<file path="config.mk">
export PLATFORM = sky130hd
export DESIGN_NAME = fwb_write_target
export DESIGN_NICKNAME = d
export VERILOG_FILES = /design/src/rtl/fwb_pkg.sv /design/src/rtl/fwb_seq.sv /design/src/rtl/fwb_capture.sv /design/src/rtl/fwb_drive.sv /design/src/rtl/fwb_write_target.sv
export SDC_FILE = /design/constraint.sdc
export NUM_CORES = 1
export LEC_CHECK = 0
export ABC_AREA = 1
export BUFFER_PORTS_ARGS = -buffer_cell sky130_fd_sc_hd__buf_2
export CAP_MARGIN = 20
export CORE_ASPECT_RATIO = 2
export CORE_MARGIN = 3
export CORE_UTILIZATION = 56
export DETAILED_ROUTE_END_ITERATION = 12
export PLACE_DENSITY = 0.84
export SYNTH_ARGS = -nofsm -noshare
export SYNTH_HDL_FRONTEND = slang
export SYNTH_SLANG_ARGS = --single-unit
</file>
<file path="constraint.sdc">
create_clock -name clk -period 4.4 [get_ports clk]
set_clock_uncertainty 0.2 [all_clocks]
set_input_delay 0.88 -clock clk [delete_from_list [all_inputs] [get_ports clk]]
set_output_delay 0.88 -clock clk [all_outputs]
set_load 0.005 [all_outputs]
</file>
<file path="src/rtl/fwb_pkg.sv">
package fwb_pkg;
  localparam int NIB_W = 4;

  localparam logic [NIB_W-1:0] START_CODE = 4'b1110;
  localparam logic [NIB_W-1:0] SIZE_ONE   = 4'b0000;
  localparam logic [NIB_W-1:0] SYNC_CODE  = 4'b0000;
  localparam logic [NIB_W-1:0] IDLE_CODE  = 4'b1111;

  typedef enum logic [3:0] {
    ST_IDLE,
    ST_ARMED,
    ST_ADDR,
    ST_SIZE,
    ST_DATA,
    ST_HTAR,
    ST_TTAR,
    ST_SYNC,
    ST_REL
  } fwb_state_e;
endpackage

</file>
<file path="src/rtl/fwb_seq.sv">
module fwb_seq
  import fwb_pkg::*;
#(
  parameter int ADDR_NIBS = 7,
  parameter int DATA_NIBS = 2
) (
  input  logic             clk,
  input  logic             rst_n,
  input  logic             frame_n,
  input  logic [NIB_W-1:0] bus_in,
  input  logic [NIB_W-1:0] strap_id,
  output fwb_state_e       state,
  output logic             addr_en,
  output logic             data_en
);
  localparam int MAXN  = (ADDR_NIBS > DATA_NIBS) ? ADDR_NIBS : DATA_NIBS;
  localparam int CNT_W = (MAXN > 1) ? $clog2(MAXN) : 1;
  localparam logic [CNT_W-1:0] ADDR_LAST = CNT_W'(ADDR_NIBS - 1);
  localparam logic [CNT_W-1:0] DATA_LAST = CNT_W'(DATA_NIBS - 1);

  fwb_state_e       nxt;
  logic [CNT_W-1:0] cnt, cnt_nxt;

  always_comb begin
    nxt     = state;
    cnt_nxt = cnt;
    if (!frame_n) begin
      nxt     = (bus_in == START_CODE) ? ST_ARMED : ST_IDLE;
      cnt_nxt = '0;
    end else begin
      unique case (state)
        ST_IDLE:  nxt = ST_IDLE;
        ST_ARMED: begin
          nxt     = (bus_in == strap_id) ? ST_ADDR : ST_IDLE;
          cnt_nxt = '0;
        end
        ST_ADDR: begin
          if (cnt == ADDR_LAST) begin
            nxt     = ST_SIZE;
            cnt_nxt = '0;
          end else begin
            cnt_nxt = cnt + 1'b1;
          end
        end
        ST_SIZE: begin
          nxt     = (bus_in == SIZE_ONE) ? ST_DATA : ST_IDLE;
          cnt_nxt = '0;
        end
        ST_DATA: begin
          if (cnt == DATA_LAST) begin
            nxt     = ST_HTAR;
            cnt_nxt = '0;
          end else begin
            cnt_nxt = cnt + 1'b1;
          end
        end
        ST_HTAR: nxt = ST_TTAR;
        ST_TTAR: nxt = ST_SYNC;
        ST_SYNC: nxt = ST_REL;
        ST_REL:  nxt = ST_IDLE;
        default: nxt = ST_IDLE;
      endcase
    end
  end

  always_ff @(posedge clk or negedge rst_n) begin
    if (!rst_n) begin
      state <= ST_IDLE;
      cnt   <= '0;
    end else begin
      state <= nxt;
      cnt   <= cnt_nxt;
    end
  end

  assign addr_en = frame_n && (state == ST_ADDR);
  assign data_en = frame_n && (state == ST_DATA);


  id_reject_chk: assert property (@(posedge clk) disable iff (!rst_n)
    (state == ST_ARMED && frame_n && bus_in != strap_id) |=> state == ST_IDLE);


  size_reject_chk: assert property (@(posedge clk) disable iff (!rst_n)
    (state == ST_SIZE && frame_n && bus_in != SIZE_ONE) |=> state == ST_IDLE);


  abort_chk: assert property (@(posedge clk) disable iff (!rst_n)
    (!frame_n && state != ST_IDLE && bus_in != START_CODE) |=> state == ST_IDLE);
endmodule

</file>
<file path="src/rtl/fwb_capture.sv">
module fwb_capture
  import fwb_pkg::*;
#(
  parameter int ADDR_NIBS = 7,
  parameter int DATA_NIBS = 2
) (
  input  logic                       clk,
  input  logic                       rst_n,
  input  logic                       addr_en,
  input  logic                       data_en,
  input  logic [NIB_W-1:0]           bus_in,
  output logic [NIB_W*ADDR_NIBS-1:0] addr,
  output logic [NIB_W*DATA_NIBS-1:0] data
);
  localparam int ADDR_W = NIB_W * ADDR_NIBS;
  localparam int DATA_W = NIB_W * DATA_NIBS;

  // Address: most-significant nibble first, shift toward the top.
  always_ff @(posedge clk or negedge rst_n) begin
    if (!rst_n)       addr <= '0;
    else if (addr_en) addr <= {addr[ADDR_W-NIB_W-1:0], bus_in};
  end

  // Data: least-significant nibble first, shift toward the bottom.
  generate
    if (DATA_NIBS > 1) begin : g_multi
      always_ff @(posedge clk or negedge rst_n) begin
        if (!rst_n)       data <= '0;
        else if (data_en) data <= {bus_in, data[DATA_W-1:NIB_W]};
      end
    end else begin : g_single
      always_ff @(posedge clk or negedge rst_n) begin
        if (!rst_n)       data <= '0;
        else if (data_en) data <= bus_in;
      end
    end
  endgenerate
endmodule

</file>
<file path="src/rtl/fwb_drive.sv">
module fwb_drive
  import fwb_pkg::*;
(
  input  logic             clk,
  input  logic             rst_n,
  input  logic             frame_n,
  input  fwb_state_e       state,
  output logic             wr_valid,
  output logic             bus_oe,
  output logic [NIB_W-1:0] bus_out
);
  always_comb begin
    wr_valid = (state == ST_HTAR);
    bus_oe   = (state == ST_TTAR) || (state == ST_SYNC) || (state == ST_REL);
    bus_out  = (state == ST_SYNC) ? SYNC_CODE : IDLE_CODE;
  end


  wr_once_chk: assert property (@(posedge clk) disable iff (!rst_n)
    wr_valid |=> !wr_valid);


  host_tar_chk: assert property (@(posedge clk) disable iff (!rst_n)
    wr_valid |-> !bus_oe);


  take_bus_chk: assert property (@(posedge clk) disable iff (!rst_n)
    (wr_valid && frame_n) |=> (bus_oe && bus_out == IDLE_CODE));


  sync_next_chk: assert property (@(posedge clk) disable iff (!rst_n)
    ($rose(bus_oe) && frame_n) |=> (bus_oe && bus_out == SYNC_CODE));


  release_chk: assert property (@(posedge clk) disable iff (!rst_n)
    (bus_oe && bus_out == SYNC_CODE && frame_n) |=> (bus_oe && bus_out == IDLE_CODE) ##1 !bus_oe);
endmodule

</file>
<file path="src/rtl/fwb_write_target.sv">
module fwb_write_target
  import fwb_pkg::*;
#(
  parameter int ADDR_NIBS = 7,
  parameter int DATA_NIBS = 2
) (
  input  logic                   clk,
  input  logic                   rst_n,
  input  logic                   frame_n,
  input  logic [3:0]             bus_in,
  output logic [3:0]             bus_out,
  output logic                   bus_oe,
  input  logic [3:0]             strap_id,
  output logic                   wr_valid,
  output logic [4*ADDR_NIBS-1:0] wr_addr,
  output logic [4*DATA_NIBS-1:0] wr_data
);
  fwb_state_e state;
  logic       addr_en, data_en;

  fwb_seq #(.ADDR_NIBS(ADDR_NIBS), .DATA_NIBS(DATA_NIBS)) u_seq (
    .clk      (clk),
    .rst_n    (rst_n),
    .frame_n  (frame_n),
    .bus_in   (bus_in),
    .strap_id (strap_id),
    .state    (state),
    .addr_en  (addr_en),
    .data_en  (data_en)
  );

  fwb_capture #(.ADDR_NIBS(ADDR_NIBS), .DATA_NIBS(DATA_NIBS)) u_cap (
    .clk     (clk),
    .rst_n   (rst_n),
    .addr_en (addr_en),
    .data_en (data_en),
    .bus_in  (bus_in),
    .addr    (wr_addr),
    .data    (wr_data)
  );

  fwb_drive u_drv (
    .clk      (clk),
    .rst_n    (rst_n),
    .frame_n  (frame_n),
    .state    (state),
    .wr_valid (wr_valid),
    .bus_oe   (bus_oe),
    .bus_out  (bus_out)
  );


  reset_quiet_chk: assert property (@(posedge clk) disable iff (!rst_n)
    $rose(rst_n) |-> (!bus_oe && !wr_valid));
endmodule

</file>
==> impl_results.md <==
- Outcome: completed
- Final routed DRC violation total: 0
- Worst r2r src: u_seq.state[3]$_DFFE_PN0P_
- Hold-fix buffers, CTS: 0
- RD Place Congestion: ~0.83
- Layout filler cell count: 263
- Antenna violations before repair: 0
- First-pass GRT wire length: 7110 um
- Number of cells on the critical path: 6
- Worst r2r path cells: 6
- Relative slew slack: 39.0%
- Row count: 30
- Worst EP required: 4360 ps
- #FFs+latches synth: 43
- CTS tree: yes
- Setup Crit Path Kind: reg2reg
- Top cells by instance count after synthesis: 76 x nand2_1, 43 x dfrtp_1, 27 x nand3_1
- Syn avg cell area: 8.45 um2
- WL per Instance: 13.2 um
- CTS max path bufs: 2
- Pre-CTS WS: 1940 ps
- Cell repeated most along the worst path: nand2_2
- Cells after synthesis: 235
- CP delay by family, top: simple AND/OR/NAND/NOR gates
- Post-layout nets: 293
- IO buf count: 52
- Slew Limit Fails: 0
- Worst Max-Slew Pin Slew: between 900 and 1000 ps
- CTS Sinks: between 40 and 50
- Post-cts resize count: 0
- Drt pass-1 iters: 4
- CP peak stage delay: 600 ps
- Period utilisation layout: 57.1%
- Syn_nets: around 250
- PD cells: 359 mW/mm2
- Ys async rst share: 100%
- Sequential-to-total area share from yosys stat: 54.2%
- Share of post-route cells with drive strength above 1: about a quarter
- Number of diodes: 0
- GR Util met3: 4.61%
- Worst Setup EP: u_cap.addr[1]$_DFFE_PN0N_
- Area leader, netlist: dfrtp_1
- Total die area: 0.00434 mm2
- Worst Setup SP: u_seq.state[3]$_DFFE_PN0P_
- Io pins: 53
- Clock-pin slew on the worst setup and hold paths: 80 ps
- Mapped Area: 0.00199 mm2
- CTS Buf Count: 5
- Vias: 1,698
- Slowest cell on the critical path: nor2_2
- Clk_lat worst skew: 290 ps
- Reg2Reg Setup Slack: approximately 1900 ps
- CP cell instances: inv_1, nand2_2, nor2_2, nand2_2, nand2_1, o21ai_1
- Final TNS setup: 0 ps
- Fmax: 398 MHz
- Core box area: 0.00342 mm2
- H-tree depth: 2
- Routed Antenna Nets: 0
- Initial Util: 58.2%
- Met2 GRT Util: 40.2%
- DRT iter0 DRCs: 51
- Area share of the largest cell type after synthesis: a little over half
- Detailed Route WL: between 4000 and 5000 um
- Die H: between 90 and 100 um
- Max cap viols: 0
- Area contributors post-synth: dfrtp_1 54%, nand2_1 14%, nand3_1 6.8%
- DP HPWL: between 3000 and 4000 um
- Total track usage: about 22%
- RSZ-0062 raised after global routing: false
- CP Launch Type: register
- Setup-failing EPs final: 0
- Routed vias/inst: 5.13
- Layout overhead on the synthesized area: 18.1%
- VDD IR max: 0.000268 V
- Number of global-route vias before repair: about 1.6k
- Final Hold Fails: 0
- Crit path buffers/inverters: 1
- CTS Root Cell: clkbuf_8
- Worst EP arrival: 2470 ps
- HP Class: reg2reg
- EDFF count, synth: 0
- Cell with the most instances after synthesis: nand2_1
- Met1 Resource Use GR: 22.8%
- RR Endpoint: u_cap.addr[1]$_DFFE_PN0N_
- Critical path capture point type: register
- PnR worst setup slack: approximately 1900 ps
- Crit path time final: approximately 2500 ps
- Leak: 0.00135 uW
- Total gr overflow: 0
- Primary FF master, synth: dfrtp_1
- Die X: 48.1 um
- Post-CTS setup buffer count: 0
- Synth cell types: 21
- Largest net degree at the start of global routing: 44
- GR peak layer: met2
- Crit-path max FO: 40
- Final core utilization: 68.7%
- Synth warn: 0
-- layout make-up --
type | count | area [um2] | area share (%)
Sequential cell | 43 | 1080 | 45.8
Timing Repair Buffer | 52 | 260 | 11.1
Tap cell | 48 | 60.1 | 2.56
Inverter | 20 | 75.1 | 3.20
Multi-Input combinational cell | 160 | 743 | 31.7
Clock inverter | 2 | 60.1 | 2.56
Clock buffer | 6 | 72.6 | 3.09
-- placed cells by master (no fill, tap or decap), drive strengths merged --
master and count:
nand3 27, clkbuf 6, nor2 23, nor3 3
bufinv 2, nand4 1, a21oi 7, inv 20
buf 52, a22oi 1, dfrtp 43, o21ai 14
nand2 80, xor2 4
-- power breakdown --
group / switching, uW / leakage [uW] / internal [uW]
Sequential: 11.9 / 0.000572 / 408
Combinational: 38.9 / 0.000716 / 24.1
Clock: 132 / 0.0000654 / 227
-- how the worst min path moves through the flow --
stage | slack [ps] | start | to | cells past startpoint
2_1_floorplan | 270 | u_cap.addr[27]$_DFFE_PN0N_ | u_cap.addr[27]$_DFFE_PN0N_ | 2
3_3_place_gp | 250 | u_cap.data[2]$_DFFE_PN0N_ | u_cap.data[2]$_DFFE_PN0N_ | 2
3_5_place_dp | 260 | u_cap.addr[27]$_DFFE_PN0N_ | u_cap.addr[27]$_DFFE_PN0N_ | 2
4_1_cts | 280 | u_cap.data[2]$_DFFE_PN0N_ | u_cap.data[2]$_DFFE_PN0N_ | 2
5_1_grt | 310 | u_cap.data[2]$_DFFE_PN0N_ | u_cap.data[2]$_DFFE_PN0N_ | 2
6_report | 270 | u_cap.data[2]$_DFFE_PN0N_ | u_cap.data[2]$_DFFE_PN0N_ | 2
-- per-layer routing --
| metal | up-vias | wire [um] |
|---|---|---|
| met1 | 804 | 1610 |
| met2 | 56 | 2460 |
| met5 | - | 0 |
| met3 | 9 | 198 |
| li1 | 829 | - |
| met4 | 0 | 95 |
-- tightest hold or removal path: cells and delay by family (launching register included) --
family	cells	cell delay, ps
AND/OR/NAND/NOR	2	100
flip-flops	1	340
-- kinds of logic after synthesis --
group,Yosys count,share of synthesized area [%]
buffers and inverters,32,8.44
AND/OR/NAND/NOR,134,29.2
XOR/XNOR,4,1.76
AO/OA/AOI/OAI,22,6.42
flip-flops,43,54.2
-- registers in the layout, summed over array words and instances, names as in the netlist --
signal	count
u_seq.state	4
u_cap.data	8
u_cap.addr	28
u_seq.cnt	3
-- through the flow --
stage / total power [uW] / hold WS [ps] / instances / cell area (um2)
final: 842 / 269 / 331 / 2350
after global routing: 876 / 306 / 331 / 2350
after CTS: 848 / 275 / 331 / 2350
after detailed placement: 492 / 256 / 323 / 2210
after global placement: 489 / 250 / 323 / 2210
after floorplan: 460 / 265 / 235 / 1990
Power figures use the tool's default switching activity.
